===== src/rtl/rxfc_pkg.sv =====
package rxfc_pkg;
    localparam int BUF_BYTES   = 12288;
    localparam int BUF_DW      = BUF_BYTES / 4;
    localparam int FREE_W      = $clog2(BUF_DW + 1);
    localparam int HI_WM_DEF   = 3072 / 4;
    localparam int OVR_WM_DEF  = 256 / 4;
    localparam int QUANTA_W    = 16;

    typedef logic [FREE_W-1:0]   dw_t;
    typedef logic [QUANTA_W-1:0] quanta_t;
endpackage


===== src/rtl/rxfc_pause_req.sv =====
module rxfc_pause_req
    import rxfc_pkg::*;
#(
    parameter quanta_t XOFF_QUANTA = 16'hFFFF
) (
    input  logic    clk,
    input  logic    rst_n,
    input  logic    enable,
    input  logic    below_hi,
    output logic    pause_req,
    output quanta_t pause_quanta
);
    typedef struct packed {
        logic    armed;
        logic    req;
        quanta_t quanta;
    } preq_t;

    preq_t s_q, s_d;

    always_comb begin
        s_d        = s_q;
        s_d.req    = 1'b0;
        s_d.quanta = '0;
        if (!enable) begin
            s_d.armed = 1'b0;
        end else if (!s_q.armed && below_hi) begin
            s_d.armed  = 1'b1;
            s_d.req    = 1'b1;
            s_d.quanta = XOFF_QUANTA;
        end else if (s_q.armed && !below_hi) begin
            s_d.armed  = 1'b0;
            s_d.req    = 1'b1;
        end
    end

    always_ff @(posedge clk or negedge rst_n) begin
        if (!rst_n) s_q <= '0;
        else        s_q <= s_d;
    end

    assign pause_req    = s_q.req;
    assign pause_quanta = s_q.quanta;

    AST_PAUSE_MODE_OFF: assert property (@(posedge clk) disable iff (!rst_n)
        !enable |=> !pause_req);
    AST_XOFF_NEEDS_LOW: assert property (@(posedge clk) disable iff (!rst_n)
        (pause_req && pause_quanta != '0) |-> $past(below_hi));
    AST_XON_NEEDS_HIGH: assert property (@(posedge clk) disable iff (!rst_n)
        (pause_req && pause_quanta == '0) |-> !$past(below_hi));
    AST_QUANTA_IDLE: assert property (@(posedge clk) disable iff (!rst_n)
        !pause_req |-> pause_quanta == '0);
endmodule


===== src/rtl/rxfc_backpressure.sv =====
module rxfc_backpressure #(
    parameter int ON_CYC  = 48,
    parameter int GAP_CYC = 4
) (
    input  logic clk,
    input  logic rst_n,
    input  logic active,
    input  logic tx_pending,
    output logic crs_force
);
    localparam int PERIOD = ON_CYC + GAP_CYC;
    localparam int CNT_W  = $clog2(PERIOD);

    typedef struct packed {
        logic [CNT_W-1:0] cnt;
        logic             crs;
    } bp_t;

    bp_t s_q, s_d;

    always_comb begin
        s_d     = s_q;
        s_d.crs = active && !tx_pending && (s_q.cnt < CNT_W'(ON_CYC));
        if (!active)                            s_d.cnt = '0;
        else if (s_q.cnt == CNT_W'(PERIOD - 1)) s_d.cnt = '0;
        else                                    s_d.cnt = s_q.cnt + 1'b1;
    end

    always_ff @(posedge clk or negedge rst_n) begin
        if (!rst_n) s_q <= '0;
        else        s_q <= s_d;
    end

    assign crs_force = s_q.crs;

    AST_CRS_YIELDS_TX: assert property (@(posedge clk) disable iff (!rst_n)
        tx_pending |=> !crs_force);
    AST_CRS_NEEDS_ACTIVE: assert property (@(posedge clk) disable iff (!rst_n)
        !active |=> !crs_force);
endmodule


===== src/rtl/rxfc_pause_timer.sv =====
module rxfc_pause_timer
    import rxfc_pkg::*;
#(
    parameter int QUANT_CYC = 8
) (
    input  logic    clk,
    input  logic    rst_n,
    input  logic    enable,
    input  logic    load,
    input  quanta_t load_quanta,
    output logic    tx_hold
);
    localparam int SUB_W = (QUANT_CYC > 1) ? $clog2(QUANT_CYC) : 1;

    typedef struct packed {
        quanta_t          left;
        logic [SUB_W-1:0] sub;
    } tmr_t;

    tmr_t s_q, s_d;

    always_comb begin
        s_d = s_q;
        if (!enable) begin
            s_d = '0;
        end else if (load) begin
            s_d.left = load_quanta;
            s_d.sub  = '0;
        end else if (s_q.left != '0) begin
            if (s_q.sub == SUB_W'(QUANT_CYC - 1)) begin
                s_d.sub  = '0;
                s_d.left = s_q.left - 1'b1;
            end else begin
                s_d.sub = s_q.sub + 1'b1;
            end
        end
    end

    always_ff @(posedge clk or negedge rst_n) begin
        if (!rst_n) s_q <= '0;
        else        s_q <= s_d;
    end

    assign tx_hold = (s_q.left != '0);

    AST_ZERO_QUANTA_FREES: assert property (@(posedge clk) disable iff (!rst_n)
        (enable && load && load_quanta == '0) |=> !tx_hold);
    AST_HOLD_MODE_OFF: assert property (@(posedge clk) disable iff (!rst_n)
        !enable |=> !tx_hold);
    AST_HOLD_NO_REVIVE: assert property (@(posedge clk) disable iff (!rst_n)
        (!tx_hold && !(enable && load)) |=> !tx_hold);
endmodule


===== src/rtl/rxbuf_flow_ctrl.sv =====
module rxbuf_flow_ctrl
    import rxfc_pkg::*;
#(
    parameter quanta_t XOFF_QUANTA = 16'hFFFF,
    parameter int      BP_ON_CYC   = 48,
    parameter int      BP_GAP_CYC  = 4,
    parameter int      QUANT_CYC   = 8
) (
    input  logic                clk,
    input  logic                rst_n,
    input  logic                full_duplex,
    input  logic                tx_fc_en,
    input  logic                rx_fc_en,
    input  logic [FREE_W-1:0]   free_dw,
    input  logic [FREE_W-1:0]   hi_wm,
    input  logic [FREE_W-1:0]   ovr_wm,
    input  logic                tx_pending,
    input  logic                pause_rx_valid,
    input  logic [QUANTA_W-1:0] pause_rx_quanta,
    input  logic                ovr_clear,
    output logic                pause_req,
    output logic [QUANTA_W-1:0] pause_quanta,
    output logic                crs_force,
    output logic                tx_hold,
    output logic                ovr_flag
);
    logic below_hi, at_ovr;
    logic ovr_d, ovr_q;

    assign below_hi = (free_dw <= hi_wm);
    assign at_ovr   = (free_dw <= ovr_wm);

    rxfc_pause_req #(.XOFF_QUANTA(XOFF_QUANTA)) u_preq (
        .clk          (clk),
        .rst_n        (rst_n),
        .enable       (full_duplex && tx_fc_en),
        .below_hi     (below_hi),
        .pause_req    (pause_req),
        .pause_quanta (pause_quanta)
    );

    rxfc_backpressure #(.ON_CYC(BP_ON_CYC), .GAP_CYC(BP_GAP_CYC)) u_bp (
        .clk        (clk),
        .rst_n      (rst_n),
        .active     (!full_duplex && below_hi),
        .tx_pending (tx_pending),
        .crs_force  (crs_force)
    );

    rxfc_pause_timer #(.QUANT_CYC(QUANT_CYC)) u_tmr (
        .clk         (clk),
        .rst_n       (rst_n),
        .enable      (full_duplex && rx_fc_en),
        .load        (pause_rx_valid),
        .load_quanta (pause_rx_quanta),
        .tx_hold     (tx_hold)
    );

    always_comb begin
        ovr_d = ovr_q;
        if (at_ovr)         ovr_d = 1'b1;
        else if (ovr_clear) ovr_d = 1'b0;
    end

    always_ff @(posedge clk or negedge rst_n) begin
        if (!rst_n) ovr_q <= 1'b0;
        else        ovr_q <= ovr_d;
    end

    assign ovr_flag = ovr_q;

    AST_OVR_SETS: assert property (@(posedge clk) disable iff (!rst_n)
        at_ovr |=> ovr_flag);
    AST_OVR_STICKY: assert property (@(posedge clk) disable iff (!rst_n)
        (ovr_flag && !ovr_clear) |=> ovr_flag);
    AST_NO_CRS_FULL_DUPLEX: assert property (@(posedge clk) disable iff (!rst_n)
        full_duplex |=> !crs_force);
endmodule


===== config.mk =====
export PLATFORM = sky130hd
export DESIGN_NAME = rxbuf_flow_ctrl
export DESIGN_NICKNAME = d
export VERILOG_FILES = /design/src/rtl/rxfc_pkg.sv /design/src/rtl/rxfc_pause_req.sv /design/src/rtl/rxfc_backpressure.sv /design/src/rtl/rxfc_pause_timer.sv /design/src/rtl/rxbuf_flow_ctrl.sv
export SDC_FILE = /design/constraint.sdc
export NUM_CORES = 1
export LEC_CHECK = 0
export BUFFER_PORTS_ARGS = -buffer_cell sky130_fd_sc_hd__buf_4
export CAP_MARGIN = 25
export CORE_UTILIZATION = 50
export CTS_BUF_LIST = sky130_fd_sc_hd__clkbuf_4 sky130_fd_sc_hd__clkbuf_8
export CTS_CLUSTER_SIZE = 28
export DETAILED_ROUTE_END_ITERATION = 7
export GPL_TIMING_DRIVEN = 0
export PLACE_DENSITY_LB_ADDON = 0.15
export SYNTH_ARGS = -nofsm -noshare
export SYNTH_HDL_FRONTEND = slang
export SYNTH_SLANG_ARGS = --single-unit

===== constraint.sdc =====
create_clock -name clk -period 6.56 [get_ports clk]
set_clock_uncertainty 0.15 [all_clocks]
set_input_delay 0 -clock clk [delete_from_list [all_inputs] [get_ports clk]]
set_output_delay 0 -clock clk [all_outputs]
set_load 0.005 [all_outputs]

# Word level (Yosys, flattened, before mapping)
# Cells that the tools add are included.
[word_totals] ff_bits=45 latch_bits=0 ramBits=0 romBits=0 input_bits=60 output_inout_bits=20 wordCells=47 n_memories=0
[op_classes] addsub=3 mul=0 n_div=0 order_cmp=3 eq_ne=5 shift=0 muxes=14 bitwise=0 reduce_logical=14
[op_table] op="19-bit two-way mux" count=3
[op_table] op="16-bit two-way mux" count=2
[op_table] op="12-bit less-or-equal comparator" count=2
[op_table] op="17-bit two-way mux" count=1
[op_table] op="16-bit nonzero test" count=1
[op_table] op="16-bit by 1-bit subtractor with 16-bit output (second input constant)" count=1
[op_table] op="6-bit two-way mux" count=2
[op_table] op="3-bit != test (second input constant)" count=3
[op_table] op="1-bit logical AND" count=7
[op_table] op="6-bit by 1-bit adder with 6-bit output (second input constant)" count=1
[op_table] op="6-bit equality test (second input constant)" count=1
[op_table] op="6-bit less-than comparator (second input constant)" count=1
[op_table] op="1-bit zero test" count=4
[op_table] op="2-bit two-way mux" count=2
[op_table] op="3-bit by 1-bit adder with 3-bit output (second input constant)" count=1
[op_table] op="3-bit equality test (second input constant)" count=1
[op_table] op="1-bit two-way mux" count=3
[op_table] op="3-bit two-way mux" count=1
[op_table] op="2-bit AND reduction" count=1
[op_table] op="2-bit nonzero test" count=1

# Logic depth before layout (Yosys ltp)
[logic_depth] word_depth=6 ltp_mapped=10

# By module
# From an unflattened synthesis, not the netlist that was laid out.
[hier_totals] hier_cells=297 area_unflattened_um2=2570.0
[by_module_without_submodules] module="rxfc_pause_timer" n_inst=1 cells_each=153 area_per_inst_um2=1346.3 seq_area_each_um2=475.5
[by_module_without_submodules] module="rxbuf_flow_ctrl" n_inst=1 cells_each=89 area_per_inst_um2=660.6 seq_area_each_um2=25.0
[by_module_without_submodules] module="rxfc_backpressure" n_inst=1 cells_each=30 area_per_inst_um2=320.3 seq_area_each_um2=175.2
[by_module_without_submodules] module="rxfc_pause_req" n_inst=1 cells_each=25 area_per_inst_um2=242.7 seq_area_each_um2=75.1

# Least setup slack after synthesis
# No wires, ideal clock.
[synth_path] path_type="reg-to-reg" startpoint="reg u_tmr.s_q[0] (netlist bit)" endpoint="reg u_tmr.s_q[12] (netlist bit)" arrival_ns=1.831 path_slack_ns=4.442 stages_incl_launch_ff=9 n_path_buf=1 synth_period_minus_slack_ns=2.118 path_cell_list="dfrtp_1 -> ha_1 -> ha_1 -> or3b_1 -> clkbuf_1 -> or3_1 -> nor3_2 -> xnor2_1 -> a21oi_1"
[synth_via] elab_chain_len=3
[synth_lines] element="start, declared" line="rxfc_pause_timer.sv:20" source="tmr_t s_q, s_d;"
[synth_lines] element="start signal, assigned" line="rxfc_pause_timer.sv:40" source="if (!rst_n) s_q <= '0;"
[synth_lines] element="start signal, assigned" line="rxfc_pause_timer.sv:41" source="else s_q <= s_d;"
[synth_lines] element="3-bit equality test" line="rxfc_pause_timer.sv:30" source="if (s_q.sub == SUB_W'(QUANT_CYC - 1)) begin"
[synth_lines] element="3-bit != test (no line)"
[synth_lines] element="2-bit AND reduction (no line)"
# No other way between the ends.
# A chain may end at the register's enable or synchronous reset.

# Worst setup path after layout
[layout_path] startpoint="reg u_tmr.s_q[3] (netlist bit)" endpoint="reg u_tmr.s_q[0] (netlist bit)"
[layout_via] elab_chain_len=2
[layout_lines] element="16-bit nonzero test" line="rxfc_pause_timer.sv:29" source="end else if (s_q.left != '0) begin"
[layout_lines] element="3-bit != test (no line)"
# No other way between the ends.

==> flow_summary_export.csv <==
group,metric,value,unit
logic_synthesis,yosysWarnings,0,
logic_synthesis,yosys-top-cells-area,"dfrtp_1 32%, ha_1 16%, xnor2_1 5.5%",
logic_synthesis,synth.avg_cell_area,8.88,um^2
detailed_routing,drt_first_pass_iters,7,
clock_network,ctsResizeCount,0,
grt,grt.total_usage,24.2,%
final_layout,final_core_util,75.4,%
worst_setup_path,end_kind,"register",
timing,finalSetupTns,0,ps
logic_synthesis,yosysMostFrequentCell,"ha_1",
logic_synthesis,yosysTopAreaCell,"dfrtp_1",
run,drv_cap,0,
detailed_routing,drt_iter0_drc,118,
logic_synthesis,syn_nets,359,
logic_synthesis,synth_cells,268,
floorplan,core-area,0.00447,mm^2
worst_setup_path,path_class,"reg2reg",
logic_synthesis,synth_common_cells,"31 x ha_1, 30 x dfrtp_1, 29 x inv_1",
clock_network,cts_setup_buffers,0,
timing,setup_viol,0,
worst_setup_path,worstPathRequired,6580,ps
logic_synthesis,synth-seq-cells,30,
power,p_leak,1.67,nW
run_status,violations,"DRC",
grt,grt_max_degree,31,
floorplan,row_count,24,
grt,gr-total-overflow,0,
power,p_int,361,uW
clock_network,ctsLongestPathBuffers,2,
logic_synthesis,synthArstFlopShare,100,%
grt,grt_pass1_wl,9540,um
placement,numPortBuffers,79,
grt,grt_pass1_vias,2215,
power,p_switching,141,uW
floorplan,die_area,0.00504,mm^2
timing,tightest_slew,532,ps
logic_synthesis,netlist_area,0.00238,mm^2
detailed_routing,wl_per_cell,12.9,um
power,seqPwrFrac,40.2,%
timing,rsz0062_at_grt,"no",
placement,dpl.hpwl,4160,um
logic_synthesis,ys_types,43,
floorplan,die_x,71.0,um
power,irDropWorstVdd,0.0745,mV
floorplan,ioPinCount,80,
timing,period_share,42.2,%
worst_setup_path,crit_fanout,10,
logic_synthesis,netlist.area_leader.share,31.5,%
detailed_routing,ant_nets,0,
grt,antenna_found_initial,0,
worst_setup_path,start_kind,"register",
floorplan,initial_utilization,53.2,%
logic_synthesis,synth_edf_count,0,
power,p_per_area,149,mW/mm^2
detailed_routing,routed_wl,5540,um
final_layout,drive_gt1_share,29.6,%
power,combPwrFrac,30.5,%
final_layout,layout-area-overhead-vs-synth,41.7,%
detailed_routing,viasPerCell,5.24,
timing,slew_violations,0,
logic_synthesis,synth_flop_cell,"dfrtp_1",
final_layout,finalNetCount,470,
clock_network,cts_inserted_buffers,5,
logic_synthesis,ys_seq_area_share,31.5,%
clock_network,postCtsHoldBufs,25,
clock_network,cts.sinks,30,
hold_path,hold_class,"in2async",
clock_network,clk_pin_slew,60,ps
detailed_routing,num_vias,2259,
worst_setup_path,crit_arrival,2790,ps
timing,period_needed,2770,ps
floorplan,dieHeight,71.0,um
clock_network,clock_latency,290,ps
timing,finalHoldViolations,0,
clock_network,htreeDepth,2,
run_status,status,"finished, violations left",
clock_network,cts-root-buf,"clkbuf_8",
timing,max_freq,361,MHz
clock_network,cts_tree,"yes",
power,p_clk_share,29.2,%
placement,routabilityCongestion,0.794,
power,swShare,28.1,%
detailed_routing,drc,5,
timing,slew-limit-headroom,64.2,%
final_layout,diodes,0,
==> power by group through the flow <==
stage               Sequential [mW]  Combinational (mW)  Clock [mW]
finish                        0.202               0.154       0.147
detailed placement            0.205               0.141           0
floorplan                     0.204              0.0788           0
global route                  0.203               0.172       0.158
CTS                           0.202               0.154       0.150
global placement              0.205               0.138           0
==> flip-flops by register name (all words and copies together), names as in the netlist <==
name	flops
u_preq.s_q	1
u_preq.pause_req	1
u_tmr.s_q	19
u_bp.crs_force	1
ovr_flag	1
u_preq.pause_quanta	1
u_bp.s_q	6
==> area by class of cell <==
| type | count | area [um^2] |
|---|---|---|
| Buffer | 22 | 146 |
| Clock buffer | 7 | 83.8 |
| Fill cell | 342 | 1100 |
| Inverter | 29 | 109 |
| Multi-Input combinational cell | 187 | 1380 |
| Sequential cell | 30 | 751 |
| Tap cell | 52 | 65.1 |
| Timing Repair Buffer | 104 | 843 |
==> cells by family after synthesis <==
family / after synthesis / synth area share (%)
simple gates: 76 / 19.2
buf+inv: 51 / 10.7
mux: 3 / 1.26
xor+xnor: 17 / 6.25
flops: 30 / 31.5
fa+ha+maj: 31 / 16.3
compound gates: 60 / 14.7
==> layout by cell type, fill, tap and decap left out, types with 2 or more instances in the layout <==
cell type,instances
xor2_1,2
nand3_1,3
nor2b_1,3
nor2_1,15
nor3_2,2
nor4_1,5
inv_1,29
mux2i_1,3
buf_4,96
nor3_1,12
o211ai_1,5
o21ai_0,18
clkbuf_8,5
or3_1,2
and2_1,2
xnor2_1,15
clkbuf_4,2
and4_1,3
dfrtp_1,30
a21oi_1,23
ha_1,31
a31oi_1,2
nand2_1,11
or4_4,2
a211oi_1,5
dlygate4sd3_1,25
nand4_1,4
clkbuf_1,5
nor3b_1,2
==> per-stage QoR <==
step	std cells	instance area [um^2]	power [mW]	worst slack [ps]	hold slack, ps
2_1_floorplan	268	2380	0.282	4440	-446
3_3_place_gp	399	3040	0.343	4230	-200
3_5_place_dp	399	3040	0.347	4210	-196
4_1_cts	431	3370	0.506	3820	13.6
5_1_grt	431	3370	0.533	3660	33.7
6_report	431	3370	0.503	3790	26.0
==> final timing paths <==
| kind | slack (ps) | end | from | cells past startpoint |
|---|---|---|---|---|
| worst max-delay path | 3790 | u_tmr.s_q[0]$_DFFE_PN0P_ | u_tmr.s_q[3]$_DFFE_PN0P_ | 9 |
| worst min-delay path | 30 | u_tmr.s_q[4]$_DFFE_PN0P_ | rst_n | 2 |
| worst max register to register | 3790 | u_tmr.s_q[0]$_DFFE_PN0P_ | u_tmr.s_q[3]$_DFFE_PN0P_ | 9 |
| worst min register to register | 340 | u_bp.s_q[1]$_DFF_PN0_ | u_bp.s_q[1]$_DFF_PN0_ | 1 |
| max in group asynchronous | 5940 | u_tmr.s_q[2]$_DFFE_PN0P_ | rst_n | 2 |
| min in group clk | 30 | ovr_flag$_DFFE_PN0P_ | free_dw[7] | 5 |
==> layer usage <==
layer / vias to the layer above / track usage [%] / wire [um]
met3: 12 / 5.56 / 297
met2: 72 / 43.4 / 2850
li1: 1157 / - / -
met4: 0 / 10.7 / 119
met5: - / 0 / 0
met1: 1018 / 27.4 / 2280
==> worst max-delay path, cell delays in order (launching register included) <==
cell	delay (ps)
dfrtp_1	400
inv_1	90
ha_1	160
or4b_2	600
nor4_2	220
buf_4	240
nor3_1	60
a21oi_1	120
nor3_1	50
dlygate4sd3_1	550
Note: power is estimated with default switching activity, not from simulation.
